$ cat config.mk
export PLATFORM = sky130hd
export DESIGN_NAME = scanout_fetch
export DESIGN_NICKNAME = d
export VERILOG_FILES = /design/src/rtl/scanout_fetch.sv
export SDC_FILE = /design/constraint.sdc
export NUM_CORES = 2
export LEC_CHECK = 0
export BUFFER_PORTS_ARGS = -buffer_cell sky130_fd_sc_hd__buf_2
export CORE_ASPECT_RATIO = 1.2
export CORE_MARGIN = 3
export CORE_UTILIZATION = 47
export CTS_CLUSTER_DIAMETER = 120
export CTS_CLUSTER_SIZE = 20
export DETAILED_ROUTE_END_ITERATION = 8
export SYNTH_ARGS = -nofsm -noshare
export SYNTH_HDL_FRONTEND = slang
export SYNTH_SLANG_ARGS = --single-unit
$ cat constraint.sdc
create_clock -name clk -period 13.6 [get_ports clk]
set_input_delay 0.68 -clock clk [delete_from_list [all_inputs] [get_ports clk]]
set_output_delay 0.68 -clock clk [all_outputs]
set_load 0.1 [all_outputs]
$ cat src/rtl/scanout_fetch.sv
module scanout_fetch #(
  parameter int AW = 32,
  parameter int DW = 32,
  parameter int LW = 16,
  parameter int CW = 12,
  parameter int MAX_BURST = 16,
  parameter int MAX_OUT = 4,
  parameter int FIFO_DEPTH = 32,
  localparam int BW = $clog2(MAX_BURST + 1),
  localparam int OCW = $clog2(MAX_OUT + 1)
) (
  input  logic          clk,
  input  logic          rst_n,
  input  logic          frame_start,
  input  logic [AW-1:0] cfg_base,
  input  logic [LW-1:0] cfg_line_bytes,
  input  logic [AW-1:0] cfg_pitch,
  input  logic [CW-1:0] cfg_lines_m1,
  input  logic [BW-1:0] cfg_burst,
  input  logic [OCW-1:0] cfg_max_outst,
  output logic          req_valid,
  output logic [AW-1:0] req_addr,
  output logic [BW-1:0] req_beats,
  input  logic          req_ack,
  input  logic          rd_valid,
  input  logic          rd_last,
  input  logic [DW-1:0] rd_data,
  input  logic          pix_req,
  output logic          pix_valid,
  output logic [DW-1:0] pix_data,
  output logic          underrun,
  output logic          busy
);
  localparam int BSH = $clog2(DW / 8);
  localparam int LBW = LW - BSH;
  localparam int FCW = $clog2(FIFO_DEPTH + 1);
  localparam int PW  = $clog2(FIFO_DEPTH);
  localparam int SW  = FCW + 2;

  logic           active;
  logic [AW-1:0]  line_addr, pitch_q;
  logic [LBW-1:0] lbeats_q, off;
  logic [CW-1:0]  lines_q, line_idx;
  logic [BW-1:0]  burst_q;
  logic [OCW-1:0] maxo_q, outst;
  logic [FCW-1:0] inflight, fcount;
  logic [PW-1:0]  wp, rp;
  logic [DW-1:0]  mem [FIFO_DEPTH];

  wire [LBW-1:0] rem = lbeats_q - off;
  wire [BW-1:0]  nb = (rem > LBW'(burst_q)) ? burst_q : BW'(rem);
  wire [SW-1:0]  need = SW'(fcount) + SW'(inflight) + SW'(nb);
  wire           room = need <= SW'(FIFO_DEPTH);
  wire           fire = req_valid & req_ack;
  wire           line_end = (off + LBW'(nb)) == lbeats_q;
  wire           take = frame_start & ~active;
  wire [LBW-1:0] cfg_beats = cfg_line_bytes[LW-1:BSH];
  wire [BW-1:0]  eff_burst = (cfg_burst == '0 || cfg_burst > BW'(MAX_BURST)) ? BW'(MAX_BURST) : cfg_burst;
  wire [OCW-1:0] eff_out = (cfg_max_outst == '0 || cfg_max_outst > OCW'(MAX_OUT)) ? OCW'(MAX_OUT) : cfg_max_outst;
  wire           push = rd_valid;
  wire           pop = pix_req && fcount != '0;
  wire           rd_done = rd_valid & rd_last;

  assign req_valid = active && (outst < maxo_q) && room;
  assign req_addr  = line_addr + (AW'(off) << BSH);
  assign req_beats = nb;
  assign busy      = active;
  assign pix_valid = pop;
  assign pix_data  = mem[rp];
  assign underrun  = pix_req && fcount == '0;

  always_ff @(posedge clk or negedge rst_n) begin
    if (!rst_n) begin
      active    <= 1'b0;
      line_addr <= '0;
      pitch_q   <= '0;
      lbeats_q  <= '0;
      lines_q   <= '0;
      line_idx  <= '0;
      off       <= '0;
      burst_q   <= BW'(1);
      maxo_q    <= OCW'(1);
    end else if (take) begin
      active    <= 1'b1;
      line_addr <= cfg_base;
      pitch_q   <= cfg_pitch;
      lbeats_q  <= (cfg_beats == '0) ? LBW'(1) : cfg_beats;
      lines_q   <= cfg_lines_m1;
      line_idx  <= '0;
      off       <= '0;
      burst_q   <= eff_burst;
      maxo_q    <= eff_out;
    end else if (fire) begin
      if (line_end) begin
        off       <= '0;
        line_addr <= line_addr + pitch_q;
        if (line_idx == lines_q) active <= 1'b0;
        else line_idx <= line_idx + CW'(1);
      end else begin
        off <= off + LBW'(nb);
      end
    end
  end

  always_ff @(posedge clk or negedge rst_n) begin
    if (!rst_n) begin
      outst    <= '0;
      inflight <= '0;
    end else begin
      outst    <= outst + OCW'(fire) - OCW'(rd_done);
      inflight <= inflight + (fire ? FCW'(nb) : FCW'(0)) - FCW'(push);
    end
  end

  always_ff @(posedge clk or negedge rst_n) begin
    if (!rst_n) begin
      wp     <= '0;
      rp     <= '0;
      fcount <= '0;
    end else begin
      if (push) wp <= (wp == PW'(FIFO_DEPTH - 1)) ? '0 : wp + PW'(1);
      if (pop)  rp <= (rp == PW'(FIFO_DEPTH - 1)) ? '0 : rp + PW'(1);
      fcount <= fcount + FCW'(push) - FCW'(pop);
    end
  end

  always_ff @(posedge clk) begin
    if (push) mem[wp] <= rd_data;
  end

  p_hold_r8: assert property (@(posedge clk) disable iff (!rst_n)
    req_valid && !req_ack |=> req_valid && $stable(req_addr) && $stable(req_beats));

  p_burst_len_r4: assert property (@(posedge clk) disable iff (!rst_n)
    req_valid |-> req_beats != '0 && req_beats <= burst_q);

  p_outst_cap_r6: assert property (@(posedge clk) disable iff (!rst_n)
    fire |=> outst <= maxo_q);

  p_no_overflow_r7: assert property (@(posedge clk) disable iff (!rst_n)
    (SW'(fcount) + SW'(inflight)) <= SW'(FIFO_DEPTH));

  p_pix_excl_r10: assert property (@(posedge clk) disable iff (!rst_n)
    underrun |-> !pix_valid);
endmodule

; ---- After elaboration in Yosys (flattened, before gate mapping)
; Memories as Yosys holds them, arrays and structs flattened.
; Cells that the tools add are included.
[totals]
register_bits = 150
ram_bits = 1024
input_bits = 139
output_inout_bits = 73
elab_cells = 84
memories = 1
[mem_list]
columns = memory, words, width, rd, rd_ports_with_merged_regs, write_ports, line
row1 = mem, 32, 32, 1, 0, 1, 48  ; logic [DW-1:0] mem [FIFO_DEPTH];
[classes]
n_addsub = 15
magnitude_cmp = 5
n_eq_ne = 5
n_mux = 23
n_bitwise = 4
n_reduce_logical = 17
[ops]
columns = op, count
row1 = 32-bit two-way mux, 3
row2 = 14-bit two-way mux, 4
row3 = 12-bit two-way mux, 4
row4 = 32-bit by 16-bit adder with 32-bit output, 1
row5 = 32-bit adder, 1
row6 = 5-bit two-way mux, 5
row7 = 14-bit by 5-bit adder with 14-bit output, 1
row8 = 14-bit == test, 1
row9 = 14-bit by 5-bit > comparator with 1-bit output, 1
row10 = 14-bit zero test, 1
row11 = 14-bit subtractor, 1
row12 = 12-bit by 1-bit adder with 12-bit output (second input constant), 1
row13 = 12-bit == test, 1
row14 = 6-bit by 1-bit subtractor with 6-bit output, 2
row15 = 5-bit by 1-bit adder with 5-bit output (second input constant), 2
row16 = 5-bit == test (second input constant), 2
row17 = 7-bit by 5-bit adder with 8-bit output, 1
row18 = 8-bit by 6-bit less-or-equal comparator with 1-bit output (second input constant), 1
row19 = 6-bit by 6-bit adder with 7-bit output, 1
row20 = 6-bit by 1-bit adder with 6-bit output, 1
row21 = 6-bit by 5-bit adder with 6-bit output, 1
row22 = 6-bit zero test, 1
row23 = 1-bit two-way mux, 6
row24 = 3-bit AND reduction, 2
row25 = 16 further kinds, 24

; ---- Depth between registers and ports, before layout
[depth]
depth_word = 10
mapped_depth = 39
mapped_depth_nobuf = 38

; ---- Worst setup path before layout
; OpenSTA, ideal clock, no wires.
[synth_path]
path_type = register to output
start = reg lbeats_q[0]
end = out req_valid
arrival_ns = 8.035
required_ns = 12.920
slack_ns = 4.885
path_stages_with_launch = 25
path_buffers = 0
cell_sequence = dfrtp_1 -> inv_1 -> ha_1 -> inv_1 -> fa_1 -> a21o_1 -> a21oi_1 -> o21ai_0 -> a2111oi_0 -> o31ai_1 -> a21oi_1 -> xnor2_1 -> or4_1 -> a21oi_2 -> mux2i_1 -> fa_1 -> ha_1 -> inv_1 -> fa_1 -> xor2_1 -> nand3_1 -> o211ai_1 -> o21ai_0 -> a21oi_1 -> nor2b_1
[synth_between]
elab_chain_len = 6
[synth_lines]
columns = element, line
row1 = from (decl), 42  ; logic [LBW-1:0] lbeats_q, off;
row2 = from (signal assigned), 87  ; lbeats_q <= (cfg_beats == '0) ? LBW'(1) : cfg_beats;
row3 = 14-bit subtractor *, 50  ; wire [LBW-1:0] rem = lbeats_q - off;
row4 = 14-bit by 5-bit > comparator with 1-bit output, 51  ; wire [BW-1:0] nb = (rem > LBW'(burst_q)) ? burst_q : BW'(rem);
row5 = 5-bit two-way mux *, 51
row6 = named net req_beats[0], 23  ; output logic [BW-1:0] req_beats,
row7 = 7-bit by 5-bit adder with 8-bit output *, 52  ; wire [SW-1:0] need = SW'(fcount) + SW'(inflight) + SW'(nb);
row8 = 8-bit by 6-bit less-or-equal comparator with 1-bit output *, 53  ; wire room = need <= SW'(FIFO_DEPTH);
row9 = 1-bit logical AND *, 64  ; assign req_valid = active && (outst < maxo_q) && room;
row10 = to (decl), 21  ; output logic req_valid,
; The timed path passes the listed nets; every way through them passes the cells marked *.

; ---- Final worst setup path
[layout_path]
start = reg off[1]
end = reg off[12]
[layout_between]
elab_chain_len = 8
elab_cells_between_ends = 13
cone_classes = add/sub (3) / order compare (2) / eq/ne (1) / mux (4) / bitwise (1) / reduce/logical (2)
[layout_lines]
columns = element, line
row1 = from (decl), 42
row2 = from (signal assigned), 100  ; off <= off + LBW'(nb);
row3 = 14-bit subtractor, 50
row4 = 14-bit by 5-bit > comparator with 1-bit output, 51
row5 = 5-bit two-way mux, 51
row6 = 7-bit by 5-bit adder with 8-bit output / 14-bit by 5-bit adder with 14-bit output (equally long branches), "52, 55, 100"
row7 = 8-bit by 6-bit less-or-equal comparator with 1-bit output / 14-bit == test (equally long branches), "53, 55"
row8 = 1-bit logical AND / 14-bit two-way mux (equally long branches), "64, 94"
row9 = 1-bit bitwise AND / 14-bit two-way mux (equally long branches), "54, 93"
row10 = 2-bit nonzero test (no source line) / 14-bit two-way mux (equally long branches), n/a
; Parallel ways exist; a longest one is shown, timed or not. The select of a mux whose other input is x is not followed.
; A chain may end at the register's enable or synchronous reset.

==> results.py <==
metrics = {
    "place": {
        "port_buffers": 209,
        "dpl_cell_area_um2": 52800,
        "gp_congestion": 0.903,
        "dpl.hpwl_um": 69000,
    },
    "setup_path": {
        "r2r_slack_ns": 4.96,
        "cp.arrival_ns": 9.13,
        "r2r_cells": 26,
        "cp_max_fo": 16,
        "r2r_start": "off[1]",
        "worstReg2RegEnd": "off[12]",
        "endpoint_kind": "flop",
        "startpoint_type": "flop",
        "path_class": "reg2reg",
        "required_ns": 14.09,
    },
    "yosys": {
        "synth_top_area_share_pct": 61.7,
        "yosysUniqueCellTypes": 66,
        "ys.flop_type": "edfxtp_1",
        "synthTopCellsByArea": "edfxtp_1, mux4_2, dfrtp_1",
        "synth_edf_count": 1024,
        "yosysSeqAreaShare_pct": 69.2,
        "async_flop_share_pct": 12.8,
        "ys_seq_elements": 1174,
        "synth_warnings": 0,
        "synth.avg_cell_area_um2": 17.7,
        "synth_cells": 2825,
        "synth_nets": 3083,
        "netlist_area_um2": 49900,
        "synth_area_leader_cell": "edfxtp_1",
    },
    "cts": {
        "ctsHoldBuffers": 0,
        "clock-sinks": 1174,
        "clk_pin_slew_ns": 0.09,
        "post_cts_buffers": 0,
        "cts_buffers": 68,
        "cts_resized": 0,
        "cts.path.max_buffers": 3,
        "cts_root_buf": "clkbuf_16",
        "htree_levels": 3,
        "clk_latency_ns": 0.63,
        "cts_tree": "done",
    },
    "power": {
        "p_int_mw": 6.42,
        "power_frac_seq_pct": 43.4,
        "swShare_pct": 36.9,
        "power_density_nw_per_um2": 186,
        "total_leakage_power_nw": 18.9,
        "clock_power_share_pct": 20.4,
        "ir_drop_mv": 0.257,
        "power_switching_mw": 3.76,
        "p_comb_share_pct": 36.2,
    },
    "drt": {
        "wl_per_cell_um": 26.6,
        "vias_per_cell": 5.92,
        "via_count": 26306,
        "drtPass1Iterations": 5,
        "routed_wirelength_um": 118000,
        "antenna_left": 0,
        "drt-initial-drc-count": 2129,
        "drc_errors": 0,
    },
    "final_layout": {
        "layout.nets": 3288,
        "layout-drive-gt1-share_pct": 24.4,
        "syn_to_final_growth_pct": 9.69,
        "final_common_cell": "edfxtp_1",
        "seq_area_um2": 34500,
        "fill_cells": 8375,
        "multiInputGateArea_um2": 14700,
        "fin_area_um2": 54700,
        "final_cell_mix": "edfxtp_1, mux4_2, nand2_1, buf_2, dfrtp_1",
    },
    "die": {
        "io_pins": 212,
        "start_util_pct": 47.5,
        "die_area_um2": 110000,
        "die_h_um": 363,
        "coreArea_um2": 105000,
        "die_width_um": 303,
        "rows": 130,
    },
    "timing": {
        "clock_skew_ns": 0.0145,
        "fin_crit_ns": 8.64,
        "setup_violations": 0,
        "hold_viol": 0,
        "fin_setup_tns_ns": 0,
        "slew_headroom_pct": 28.1,
        "worst_slew_pin_slew_ns": 1.08,
        "fin_crit_sh_pct": 63.5,
        "rsz0062_at_grt": "no",
        "fmax_ghz": 0.116,
        "slew_viol_final": 0,
    },
    "global_routing": {
        "overflow": 0,
        "use_met1_pct": 28.9,
        "met2_usage_pct": 37.7,
        "grt_max_degree": 109,
        "grt_util_all_layers_pct": 21.6,
        "first_global_vias": 27342,
        "grt_pass1_wl_um": 176000,
        "top_usage_layer": "met2",
        "use_met3_pct": 2.79,
        "antenna_found_initial": 4,
    },
    "job": {
        "maxCapViolations": 0,
    },
    "worst_hold_path": {
        "hp-class": "in2async",
    },
    "run_status": {
        "outcome": "finished clean",
    },
}
==> cell usage after synthesis, drive strengths merged, types with 8 or more instances <==
library cell / count
buf: 39
nand3: 19
o21ai: 110
or3: 8
fa: 13
nand2b: 22
and2: 11
a21o: 24
nand4: 8
nand3b: 8
a211oi: 8
a21oi: 86
nor2: 108
mux2i: 20
mux2: 39
edfxtp: 1024
xnor2: 57
o31ai: 12
nor3: 23
clkbuf: 87
nor2b: 14
xor2: 38
nand2: 257
dfrtp: 148
a31oi: 12
ha: 106
mux4: 320
o21a: 19
and3: 15
inv: 97
==> state kept, by name, summed over array words and instances (netlist names) <==
register,cells
outst,3
lbeats_q,14
lines_q,12
rp,5
line_addr,32
fcount,6
maxo_q,3
inflight,6
busy,1
off,14
pitch_q,32
line_idx,12
wp,5
mem,1024
burst_q,5
==> worst max-delay path, cell delays in order (launching register included) <==
cell,delay (ns)
dfrtp_1,0.49
inv_1,0.23
fa_1,0.48
a21o_1,0.19
a21oi_1,0.25
o21ai_0,0.13
a2111oi_0,0.74
o31ai_1,0.18
a21oi_1,0.22
xnor2_1,0.10
or4_1,0.54
a21oi_2,0.32
mux2i_1,0.58
ha_1,0.29
inv_1,0.06
fa_1,0.43
nor2b_1,0.12
o21ai_0,0.10
a21boi_0,0.63
o21ai_0,0.30
xor2_1,0.22
mux2i_1,0.15
nor4_2,0.47
nand2b_1,0.61
inv_1,0.33
a21oi_1,0.21
o22ai_1,0.09
==> per-layer routing <==
| metal | routed length, µm | up-vias |
|---|---|---|
| li1 | - | 11458 |
| met1 | 48400 | 13936 |
| met2 | 60700 | 768 |
| met3 | 6300 | 142 |
| met4 | 2650 | 2 |
| met5 | 12 | - |
==> stage by stage <==
| step | power [mW] | setup slack (ns) | hold slack [ns] | utilization [%] | std cells |
|---|---|---|---|---|---|
| after floorplan | 7.30 | 4.88 | 0.384 | - | 2825 |
| after global placement | 8.17 | 4.96 | 0.452 | 50.3 | 4346 |
| after detailed placement | 8.22 | 5.02 | 0.455 | 50.3 | 4346 |
| after CTS | 10.3 | 4.99 | 0.145 | 52.1 | 4444 |
| after global routing | 10.7 | 4.34 | 0.196 | 52.1 | 4445 |
| final | 10.2 | 4.96 | 0.151 | 52.1 | 4445 |
==> how the worst max path moves through the flow <==
stage | startpoint | endpoint
2_1_floorplan | lbeats_q[0] | req_valid
3_3_place_gp | off[1] | inflight[4]
3_5_place_dp | off[1] | line_idx[7]
4_1_cts | off[1] | line_idx[7]
5_1_grt | off[1] | inflight[4]
6_report | off[1] | off[12]
==> cells by family (layout without fill, tap and decap cells) <==
family | Yosys count | in the layout | synth area share [%]
DFF | 1174 | 1174 | 69.2
and+or+nand+nor | 518 | 518 | 4.66
muxes | 379 | 379 | 15.7
AOI/OAI and AO/OA | 317 | 317 | 3.83
buffers and inverters | 223 | 456 | 1.72
adders and majority gates | 119 | 119 | 3.18
xor gates and xnor gates | 95 | 95 | 1.67
other | 0 | 1 | 0
==> final cells by class <==
class                   count  share of cell area (%)
flip-flops and latches   1174                    63.1
multi-input cells        1428                    26.9
clock buffers              92                    3.35
well taps                1386                    3.17
repair buffers            261                    2.66
inverters                  97                   0.666
clock inverters             6                   0.108
diodes                      1                 0.00457
==> power groups by stage <==
stage                     Sequential [mW]  Combinational, mW  Clock (mW)
final                                4.42               3.68        2.08
after global routing                 4.45               3.94        2.27
after CTS                            4.43               3.73        2.15
after detailed placement             4.51               3.72           0
after global placement               4.49               3.68           0
after floorplan                      4.30               3.00           0
Power figures use the tool's default switching activity.
